[src/rtl/lps_pkg.sv]
package lps_pkg;

    typedef enum logic [2:0] {
        PS_RUN      = 3'd0,
        PS_HALT     = 3'd1,
        PS_HALT_SNP = 3'd2,
        PS_SG_ENTRY = 3'd3,
        PS_SG       = 3'd4,
        PS_SG_SNP   = 3'd5
    } pstate_e;

    localparam int NUM_EVT  = 4;
    localparam int EVT_SMI  = 0;
    localparam int EVT_INIT = 1;
    localparam int EVT_NMI  = 2;
    localparam int EVT_INTR = 3;

    typedef logic [NUM_EVT-1:0] evt_vec_t;

    function automatic logic holds_events(pstate_e s);
        return (s == PS_SG_ENTRY) || (s == PS_SG) || (s == PS_SG_SNP);
    endfunction

    function automatic logic is_deep(pstate_e s);
        return (s == PS_HALT) || (s == PS_HALT_SNP) || (s == PS_SG) || (s == PS_SG_SNP);
    endfunction

endpackage

[src/rtl/lps_evt_latch.sv]
module lps_evt_latch
    import lps_pkg::*;
(
    input  logic     clk,
    input  logic     rst,
    input  logic     capture,
    input  evt_vec_t evts,
    input  logic     wipe,
    input  logic     drain,
    output logic     pend_any,
    output evt_vec_t replay
);
    evt_vec_t held_q;
    evt_vec_t pend;

    always_comb begin
        if (wipe) pend = '0;
        else      pend = held_q | (capture ? evts : '0);
    end

    assign pend_any = |pend;

    always_ff @(posedge clk) begin
        if (rst) begin
            held_q <= '0;
            replay <= '0;
        end else begin
            held_q <= drain ? '0 : pend;
            replay <= drain ? pend : '0;
        end
    end
endmodule

[src/rtl/lps_sg_timer.sv]
module lps_sg_timer #(
    parameter int SG_DELAY = 20
) (
    input  logic clk,
    input  logic rst,
    input  logic run,
    input  logic ack,
    output logic done
);
    localparam int WCNT = $clog2(SG_DELAY + 1);

    logic            armed_q;
    logic [WCNT-1:0] left_q;

    assign done = run && armed_q && (left_q == WCNT'(1));

    always_ff @(posedge clk) begin
        if (rst || !run) begin
            armed_q <= 1'b0;
            left_q  <= '0;
        end else if (!armed_q) begin
            if (ack) begin
                armed_q <= 1'b1;
                left_q  <= WCNT'(SG_DELAY);
            end
        end else if (left_q != '0) begin
            left_q <= left_q - WCNT'(1);
        end
    end
endmodule

[src/rtl/lps_fsm.sv]
module lps_fsm
    import lps_pkg::*;
(
    input  logic    clk,
    input  logic    rst,
    input  logic    all_halted,
    input  logic    stop_req,
    input  logic    snoop_hit,
    input  logic    snoop_done,
    input  logic    evt_any,
    input  logic    brk_reset,
    input  logic    pend_any,
    input  logic    timer_done,
    output pstate_e state,
    output logic    drain,
    output logic    halt_cycle_req
);
    pstate_e nxt;
    logic    from_halt_q, nfh, fh_eff, wake;

    assign wake   = evt_any | brk_reset;
    assign fh_eff = from_halt_q & ~brk_reset;

    always_comb begin
        nxt   = state;
        nfh   = from_halt_q;
        drain = 1'b0;
        unique case (state)
            PS_RUN: begin
                if (stop_req) begin
                    nxt = PS_SG_ENTRY;
                    nfh = 1'b0;
                end else if (all_halted && !wake) begin
                    nxt = PS_HALT;
                end
            end
            PS_HALT: begin
                if (wake)           nxt = PS_RUN;
                else if (snoop_hit) nxt = PS_HALT_SNP;
                else if (stop_req) begin
                    nxt = PS_SG_ENTRY;
                    nfh = 1'b1;
                end
            end
            PS_HALT_SNP: begin
                if (brk_reset)       nxt = PS_RUN;
                else if (snoop_done) nxt = PS_HALT;
            end
            PS_SG_ENTRY, PS_SG: begin
                nfh = fh_eff;
                if (!stop_req) begin
                    if (pend_any || !fh_eff) begin
                        nxt   = PS_RUN;
                        drain = 1'b1;
                    end else begin
                        nxt = PS_HALT;
                    end
                end else if (state == PS_SG_ENTRY && timer_done) begin
                    nxt = PS_SG;
                end else if (state == PS_SG && snoop_hit) begin
                    nxt = PS_SG_SNP;
                end
            end
            PS_SG_SNP: begin
                nfh = fh_eff;
                if (snoop_done) nxt = PS_SG;
            end
            default: nxt = PS_RUN;
        endcase
    end

    always_ff @(posedge clk) begin
        if (rst) begin
            state          <= PS_RUN;
            from_halt_q    <= 1'b0;
            halt_cycle_req <= 1'b0;
        end else begin
            state          <= nxt;
            from_halt_q    <= nfh;
            halt_cycle_req <= (state == PS_RUN) && (nxt == PS_HALT);
        end
    end
endmodule

[src/rtl/lps_ctrl.sv]
module lps_ctrl
    import lps_pkg::*;
#(
    parameter int NCORES   = 4,
    parameter int SG_DELAY = 20
) (
    input  logic              clk,
    input  logic              rst,
    input  logic [NCORES-1:0] core_halted,
    input  logic              ext_en,
    input  logic              stop_req,
    input  logic              sgack_resp,
    input  logic              snoop_hit,
    input  logic              snoop_done,
    input  logic              brk_smi,
    input  logic              brk_init,
    input  logic              brk_nmi,
    input  logic              brk_intr,
    input  logic              brk_fsb,
    input  logic              brk_reset,
    output logic [2:0]        pstate,
    output logic              pstate_ext,
    output logic              halt_cycle_req,
    output logic [3:0]        replay_evt
);
    pstate_e  state;
    evt_vec_t evts, replay;
    logic     drain, pend_any, timer_done;

    always_comb begin
        evts           = '0;
        evts[EVT_SMI]  = brk_smi;
        evts[EVT_INIT] = brk_init;
        evts[EVT_NMI]  = brk_nmi;
        evts[EVT_INTR] = brk_intr | brk_fsb;
    end

    lps_sg_timer #(.SG_DELAY(SG_DELAY)) u_timer (
        .clk  (clk),
        .rst  (rst),
        .run  (state == PS_SG_ENTRY),
        .ack  (sgack_resp),
        .done (timer_done)
    );

    lps_evt_latch u_latch (
        .clk      (clk),
        .rst      (rst),
        .capture  (holds_events(state)),
        .evts     (evts),
        .wipe     (brk_reset),
        .drain    (drain),
        .pend_any (pend_any),
        .replay   (replay)
    );

    lps_fsm u_fsm (
        .clk            (clk),
        .rst            (rst),
        .all_halted     (&core_halted),
        .stop_req       (stop_req),
        .snoop_hit      (snoop_hit),
        .snoop_done     (snoop_done),
        .evt_any        (|evts),
        .brk_reset      (brk_reset),
        .pend_any       (pend_any),
        .timer_done     (timer_done),
        .state          (state),
        .drain          (drain),
        .halt_cycle_req (halt_cycle_req)
    );

    assign pstate     = state;
    assign pstate_ext = ext_en & is_deep(state);
    assign replay_evt = replay;
endmodule

[config.mk]
export PLATFORM = sky130hd
export DESIGN_NAME = lps_ctrl
export DESIGN_NICKNAME = d
export VERILOG_FILES = /design/src/rtl/lps_pkg.sv /design/src/rtl/lps_evt_latch.sv /design/src/rtl/lps_sg_timer.sv /design/src/rtl/lps_fsm.sv /design/src/rtl/lps_ctrl.sv
export SDC_FILE = /design/constraint.sdc
export NUM_CORES = 1
export LEC_CHECK = 0
export ABC_AREA = 1
export BUFFER_PORTS_ARGS = -buffer_cell sky130_fd_sc_hd__buf_2
export CAP_MARGIN = 20
export CORE_ASPECT_RATIO = 0.9
export CORE_UTILIZATION = 50
export DETAILED_ROUTE_END_ITERATION = 10
export GPL_TIMING_DRIVEN = 0
export HOLD_SLACK_MARGIN = 0.15
export PLACE_DENSITY = 0.78
export SLEW_MARGIN = 20
export SYNTH_ARGS = -nofsm -noshare
export SYNTH_HDL_FRONTEND = slang
export SYNTH_SLANG_ARGS = --single-unit
[constraint.sdc]
create_clock -name clk -period 2.4 [get_ports clk]
set_clock_uncertainty 0.05 [all_clocks]
set_input_delay 0.6 -clock clk [delete_from_list [all_inputs] [get_ports clk]]
set_output_delay 0.6 -clock clk [all_outputs]
set_load 0.05 [all_outputs]
==> results of run 1 <==
[final timing paths]
kind,endpoint,cells past startpoint,from
max,pstate_ext,5,u_fsm.state[0]
max reg2reg,u_timer.left_q[4],8,u_timer.left_q[0]
min,u_fsm.from_halt_q,2,u_fsm.from_halt_q
min reg2reg,u_fsm.from_halt_q,2,u_fsm.from_halt_q
[Yosys cell counts]
| cell | number |
|---|---|
| a211oi_1 | 1 |
| a21boi_0 | 1 |
| a21oi_1 | 11 |
| a32oi_1 | 1 |
| dfxtp_1 | 19 |
| ha_1 | 3 |
| inv_1 | 23 |
| inv_2 | 1 |
| nand2_1 | 26 |
| nand2_2 | 5 |
| nand2_4 | 2 |
| nand3_1 | 5 |
| nand3_2 | 2 |
| nand3_4 | 1 |
| nand4_1 | 7 |
| nor2_1 | 26 |
| nor2_2 | 1 |
| nor3_1 | 2 |
| o21ai_0 | 10 |
| o21ai_2 | 1 |
| or2_2 | 1 |
| xnor2_1 | 1 |
| xor2_1 | 1 |
[critical path, stage by stage, from the launching register on]
cell and delay, ns:
dfxtp_1 0.52, nor2_1 0.15, nand2_1 0.13, nand2_1 0.08, a21oi_2 0.09, buf_2 0.26
[registers in the layout (all words and copies together), names as in the netlist]
signal,cells
u_fsm.from_halt_q,1
u_fsm.halt_cycle_req,1
u_timer.left_q,5
u_latch.replay,4
u_fsm.state,3
u_timer.armed_q,1
u_latch.held_q,4
[logic make-up (layout without fill, tap and decap cells)]
family,after synthesis,count (layout),synth area share
simple gates,78,78,0.363
compound gates,25,25,0.132
buf+inv,24,53,0.0865
flops,19,19,0.365
fa+ha+maj,3,3,0.0361
xor+xnor,2,2,0.0168
[placed cells by master (no fill, tap or decap)]
| cell | n |
|---|---|
| dfxtp_1 | 19 |
| xor2_1 | 1 |
| a21oi_2 | 1 |
| inv_1 | 23 |
| or2_2 | 1 |
| clkbuf_1 | 1 |
| a21boi_0 | 1 |
| nand2_1 | 26 |
| nor2_2 | 1 |
| nand3_1 | 5 |
| nand2_2 | 5 |
| nand2_4 | 2 |
| ha_1 | 3 |
| nand3_2 | 2 |
| a211oi_1 | 1 |
| a32oi_1 | 1 |
| a21oi_1 | 10 |
| nand3_4 | 1 |
| o21ai_0 | 10 |
| inv_2 | 1 |
| nor2_1 | 26 |
| o21ai_2 | 1 |
| buf_2 | 25 |
| xnor2_1 | 1 |
| nand4_1 | 7 |
| nor3_1 | 2 |
| clkbuf_4 | 3 |
[routing by layer]
layer / track usage / vias to the layer above / wire length (um)
met5: 0 / - / 0
met4: 0.0857 / 0 / 33
met3: 0.0303 / 5 / 87
met2: 0.373 / 28 / 1030
met1: 0.259 / 464 / 1100
li1: - / 552 / -
[area by class of cell]
cell class | count | share of cell area
Clock buffer | 4 | 0.0214
Inverter | 24 | 0.0734
Multi-Input combinational cell | 108 | 0.468
Sequential cell | 19 | 0.310
Tap cell | 25 | 0.0255
Timing Repair Buffer | 25 | 0.102
[power by group]
part | internal (mW) | switching [mW] | leakage, nW
registers | 0.325 | 0.0117 | 0.154
logic | 0.0424 | 0.0920 | 0.404
clock network | 0.0647 | 0.0933 | 0.0150
[per-stage QoR]
stage                     instances   util  setup WS, ns
final                           205  0.635         0.231
after global placement          201  0.621         0.592
after floorplan                 151      -         0.181
after CTS                       205  0.635         0.241
after global routing            205  0.635         0.122
after detailed placement        201  0.621         0.576
==> results.tsv, run 1 <==
stage	metric	value	unit
status	status	finished, final reports clean	
global_routing	antenna_found_initial	0	
detailed_routing	dr.pass1.iters	4	
min_path	min_path_type	reg2reg	
yosys	yosysTopAreaCell	dfxtp_1	
power	p_total	629	uW
cts	htreeDepth	1	
detailed_routing	postRouteAntennaNets	0	
worst_setup_path	rrSetupSlack	0.78	ns
worst_setup_path	crit_required	1.75	ns
global_routing	grt_overflow	0	
cts	root_buffer	clkbuf_4	
cells_and_area	antennaDiodeCount	0	
global_routing	grt_pass1_vias	916	
worst_setup_path	crit_path_start_kind	flop	
placement	place_area	0.00120	mm2
detailed_routing	via_per_inst	5.12	
cells_and_area	syn_to_final_growth	17.9	%
yosys	synth_area	0.00104	mm2
cells_and_area	nFillCells	186	
sta	maxSlewViolCount	0	
yosys	yosysSeqAreaShare	0.365	
worst_setup_path	end_kind	output pin	
yosys	yosys_warnings	0	
floorplanning	fp.dieW	50.1	um
floorplanning	rows	15	
power	p_leak	0.572	nW
flow_run	drv_cap	0	
cts	clk_latency	0.30	ns
detailed_routing	routedWlPerCell	11.0	um
detailed_routing	drcViolationCount	0	
power	p_per_area	512	mW/mm2
floorplanning	io_pins	26	
sta	finalCritPeriodShare	0.904	
yosys	yosysUniqueCellTypes	23	
sta	worst_slew_pin_slew	0.481	ns
cts	cts_hold_buffers	0	
yosys	synth_area_leaders	dfxtp_1 37%, nand2_1 9.4%, nor2_1 9.4%	
floorplanning	core-area	0.00193	mm2
cells_and_area	drive_above_1_share	0.239	
global_routing	track_usage	0.211	
cts	cts_buffers	3	
yosys	syn_inst	151	
cells_and_area	seqCellArea	380	um2
detailed_routing	routed_wl	2.25	mm
worst_setup_path	crit_fanout	8	
yosys	ys_ff_latch	19	
cells_and_area	fin_nets	201	
placement	gp_congestion	0.863	
detailed_routing	num_vias	1049	
sta	finalHoldWorstSlack	0.408	ns
sta	fmax	461	MHz
sta	min_period	2.17	ns
cts	ctsLongestPathBuffers	2	
sta	final-setup-viol-count	0	
floorplanning	dieHeight	45.3	um
yosys	syn_nets	171	
cts	post_cts_buffers	0	
cts	cts_sinks	19	
detailed_routing	drt-initial-drc-count	35	
floorplanning	start_util	0.539	
floorplanning	design.die.area	0.00227	mm2
cts	clk_pin_slew	0.11	ns
sta	tns	0	ns
yosys	avgSynthCellArea	6.89	um2
power	ir_drop	418	uV
global_routing	grt_max_degree	11	
sta	rsz0062_at_grt	false	
global_routing	grt_pass1_wl	3.58	mm
sta	maxSlewHeadroom	0.676	
cts	ctsResizeCount	0	
cts	cts_tree	built	
cells_and_area	multi_input_area	574	um2
sta	hold_viol	0	
worst_setup_path	crit_type	reg2out	
cells_and_area	final_area	0.00123	mm2
worst_setup_path	cp.arrival	1.52	ns
yosys	yosys.area.top_type_share	0.365	
placement	portBuffers	25	
placement	dp_hpwl	1.74	mm
(Power assumes the default switching activity.)
==> run 2, diff against run 1 <==
--- a/config.mk
+++ b/config.mk
@@ -13,7 +13,7 @@
 export DETAILED_ROUTE_END_ITERATION = 10
 export GPL_TIMING_DRIVEN = 0
 export HOLD_SLACK_MARGIN = 0.15
-export PLACE_DENSITY = 0.78
+export PLACE_DENSITY = 0.87
 export SLEW_MARGIN = 20
 export SYNTH_ARGS = -nofsm -noshare
 export SYNTH_HDL_FRONTEND = slang
==> run 2 against run 1 <==
Net effect:
- first-iteration DRC count fell by 60%
- die area did not move
- non-clock buffer count is the same
- largest cell class unchanged
- critical endpoint unchanged
- fmax fell by 2.0%
- highest routed layer unchanged
- clock power increased by 8%
- combinational power hardly changed
==> results.tsv, run 2 (synthesis results as in run 1) <==
stage	metric	value	unit	change
status	status	finished, final reports clean		
cts	post_cts_buffers	0		unchanged
min_path	hold_depth	2		unchanged
placement	dp_cells	201		unchanged
worst_setup_path	crit_path_start_kind	flop		
floorplanning	design.die.area	0.00227	mm2	unchanged
worst_setup_path	end_kind	output pin		
floorplanning	rows	15		unchanged
sta	min_period	2.21	ns	+0.0450 ns
detailed_routing	postRouteAntennaNets	0		unchanged
cts	ctsResizeCount	0		unchanged
cells_and_area	reg_top3	u_timer.left_q: 5 flops, u_latch.held_q: 4 flops, u_latch.replay: 4 flops		
sta	maxSlewHeadroom	0.674		-0.00212
cts	cts_hold_buffers	0		unchanged
worst_setup_path	crit_fanout	7		-1
flow_run	drv_cap	0		unchanged
cts	htreeDepth	1		unchanged
cells_and_area	nFillCells	177		-4.8%
sta	tns	0	ns	unchanged
detailed_routing	num_vias	1062		+1.2%
sta	hold_viol	0		unchanged
min_path	min_path_type	reg2reg		
cells_and_area	largest-register	u_timer.left_q		
min_path	min-delay-start	u_fsm.from_halt_q		
global_routing	grt_overflow	0		unchanged
detailed_routing	routed_wl	2.37	mm	+5.0%
cells_and_area	antennaDiodeCount	0		unchanged
placement	portBuffers	25		unchanged
cells_and_area	syn_to_final_growth	18.0	%	
sta	finalCritPeriodShare	0.922		+0.0187
floorplanning	io_pins	26		unchanged
sta	maxSlewViolCount	0		unchanged
worst_setup_path	crit_type	reg2out		
cells_and_area	drive_above_1_share	0.244		+0.00556
floorplanning	fp.dieW	50.1	um	unchanged
cells_and_area	final_cell_mix	26 x nor2_1, 26 x nand2_1, 25 x buf_2		
detailed_routing	drcViolationCount	0		unchanged
floorplanning	dieHeight	45.3	um	unchanged
floorplanning	core-area	0.00193	mm2	unchanged
global_routing	grt_max_degree	12		+1
detailed_routing	via_per_inst	5.18		+1.2%
detailed_routing	routedWlPerCell	11.5	um	+5.0%
sta	final-setup-viol-count	0		unchanged
worst_setup_path	crit_required	1.75	ns	about the same
cts	clk_pin_slew	0.12	ns	about the same
cts	root_buffer	clkbuf_4		
cts	cts_buffers	3		unchanged
power	p_total	643	uW	+2.2%
cells_and_area	fin_nets	201		unchanged
cts	cts_sinks	19		unchanged
sta	rsz0062_at_grt	false		
floorplanning	start_util	0.539		unchanged
global_routing	grt_pass1_vias	957		+4.5%
sta	fmax	452	MHz	-2.0%
power	p_leak	0.575	nW	+0.48%
worst_setup_path	startpoint	u_fsm.state[1]		
cells_and_area	final_area	0.00123	mm2	+0.10%
worst_setup_path	r2r-start	u_timer.left_q[0]		
cells_and_area	fin_cells	205		unchanged
sta	finalWorstSetupSlack	0.186	ns	-0.0450 ns
cells_and_area	final_core_util	0.636		+0.000648
global_routing	grt_pass1_wl	3.86	mm	+7.9%
cts	ctsLongestPathBuffers	2		unchanged
worst_setup_path	cp.arrival	1.56	ns	+0.04 ns
power	p_per_area	523	mW/mm2	+2.1%
sta	finalHoldWorstSlack	0.441	ns	+0.0330 ns
placement	dp_hpwl	1.88	mm	+8.0%
power	ir_drop	492	uV	+18%
worst_setup_path	worst_r2r_path_depth	9		+1
placement	place_ws	0.560	ns	-0.0164 ns
cts	cts_tree	built		
placement	gp_congestion	0.887		+2.7%
placement	place_area	0.00120	mm2	unchanged
cells_and_area	largest_reg_flops	5		unchanged
global_routing	antenna_found_initial	0		unchanged
sta	worst_slew_pin_slew	0.484	ns	+0.00315 ns
detailed_routing	dr.pass1.iters	4		unchanged
global_routing	track_usage	0.227		+0.0165
detailed_routing	drt-initial-drc-count	14		-60%
worst_setup_path	rrSetupSlack	0.77	ns	about the same
cts	clk_latency	0.31	ns	about the same
## run 2: cell types whose count changed in the layout (fill, tap and decap cells not counted)
cell      delta
clkinv_2     +1
clkbuf_1     -1
## run 2: worst max-delay path, stage by stage, from the launching register on
cell and delay [ns]:
dfxtp_1 0.55, inv_2 0.13, nand2_1 0.15, nand2_1 0.07
a21oi_2 0.09, buf_2 0.26
## run 2: worst paths after layout
kind | to
hold reg to reg | u_fsm.from_halt_q
hold / removal | u_fsm.from_halt_q
setup / recovery | pstate_ext
setup reg to reg | u_timer.left_q[2]
## run 2: cell type report
| cell class | instances | area (um2) | area share |
|---|---|---|---|
| Tap cell | 25 | 31.3 | 0.0255 |
| Clock buffer | 3 | 22.5 | 0.0183 |
| Timing Repair Buffer | 25 | 125 | 0.102 |
| Clock inverter | 1 | 5.00 | 0.00407 |
| Sequential cell | 19 | 380 | 0.310 |
| Inverter | 24 | 90.1 | 0.0733 |
| Multi-Input combinational cell | 108 | 574 | 0.467 |
## run 2: where the power goes
part / switching, mW / internal (mW)
clock network: 0.107 / 0.0622
registers: 0.0119 / 0.325
logic: 0.0941 / 0.0424
total: 0.213 / 0.429
## run 2: metal layers
metal	global-route usage	up-vias	wire length, um
li1	-	549	-
met1	0.262	479	1080
met2	0.408	27	1170
met3	0.0606	7	81
met4	0.0800	0	32
met5	0	-	0
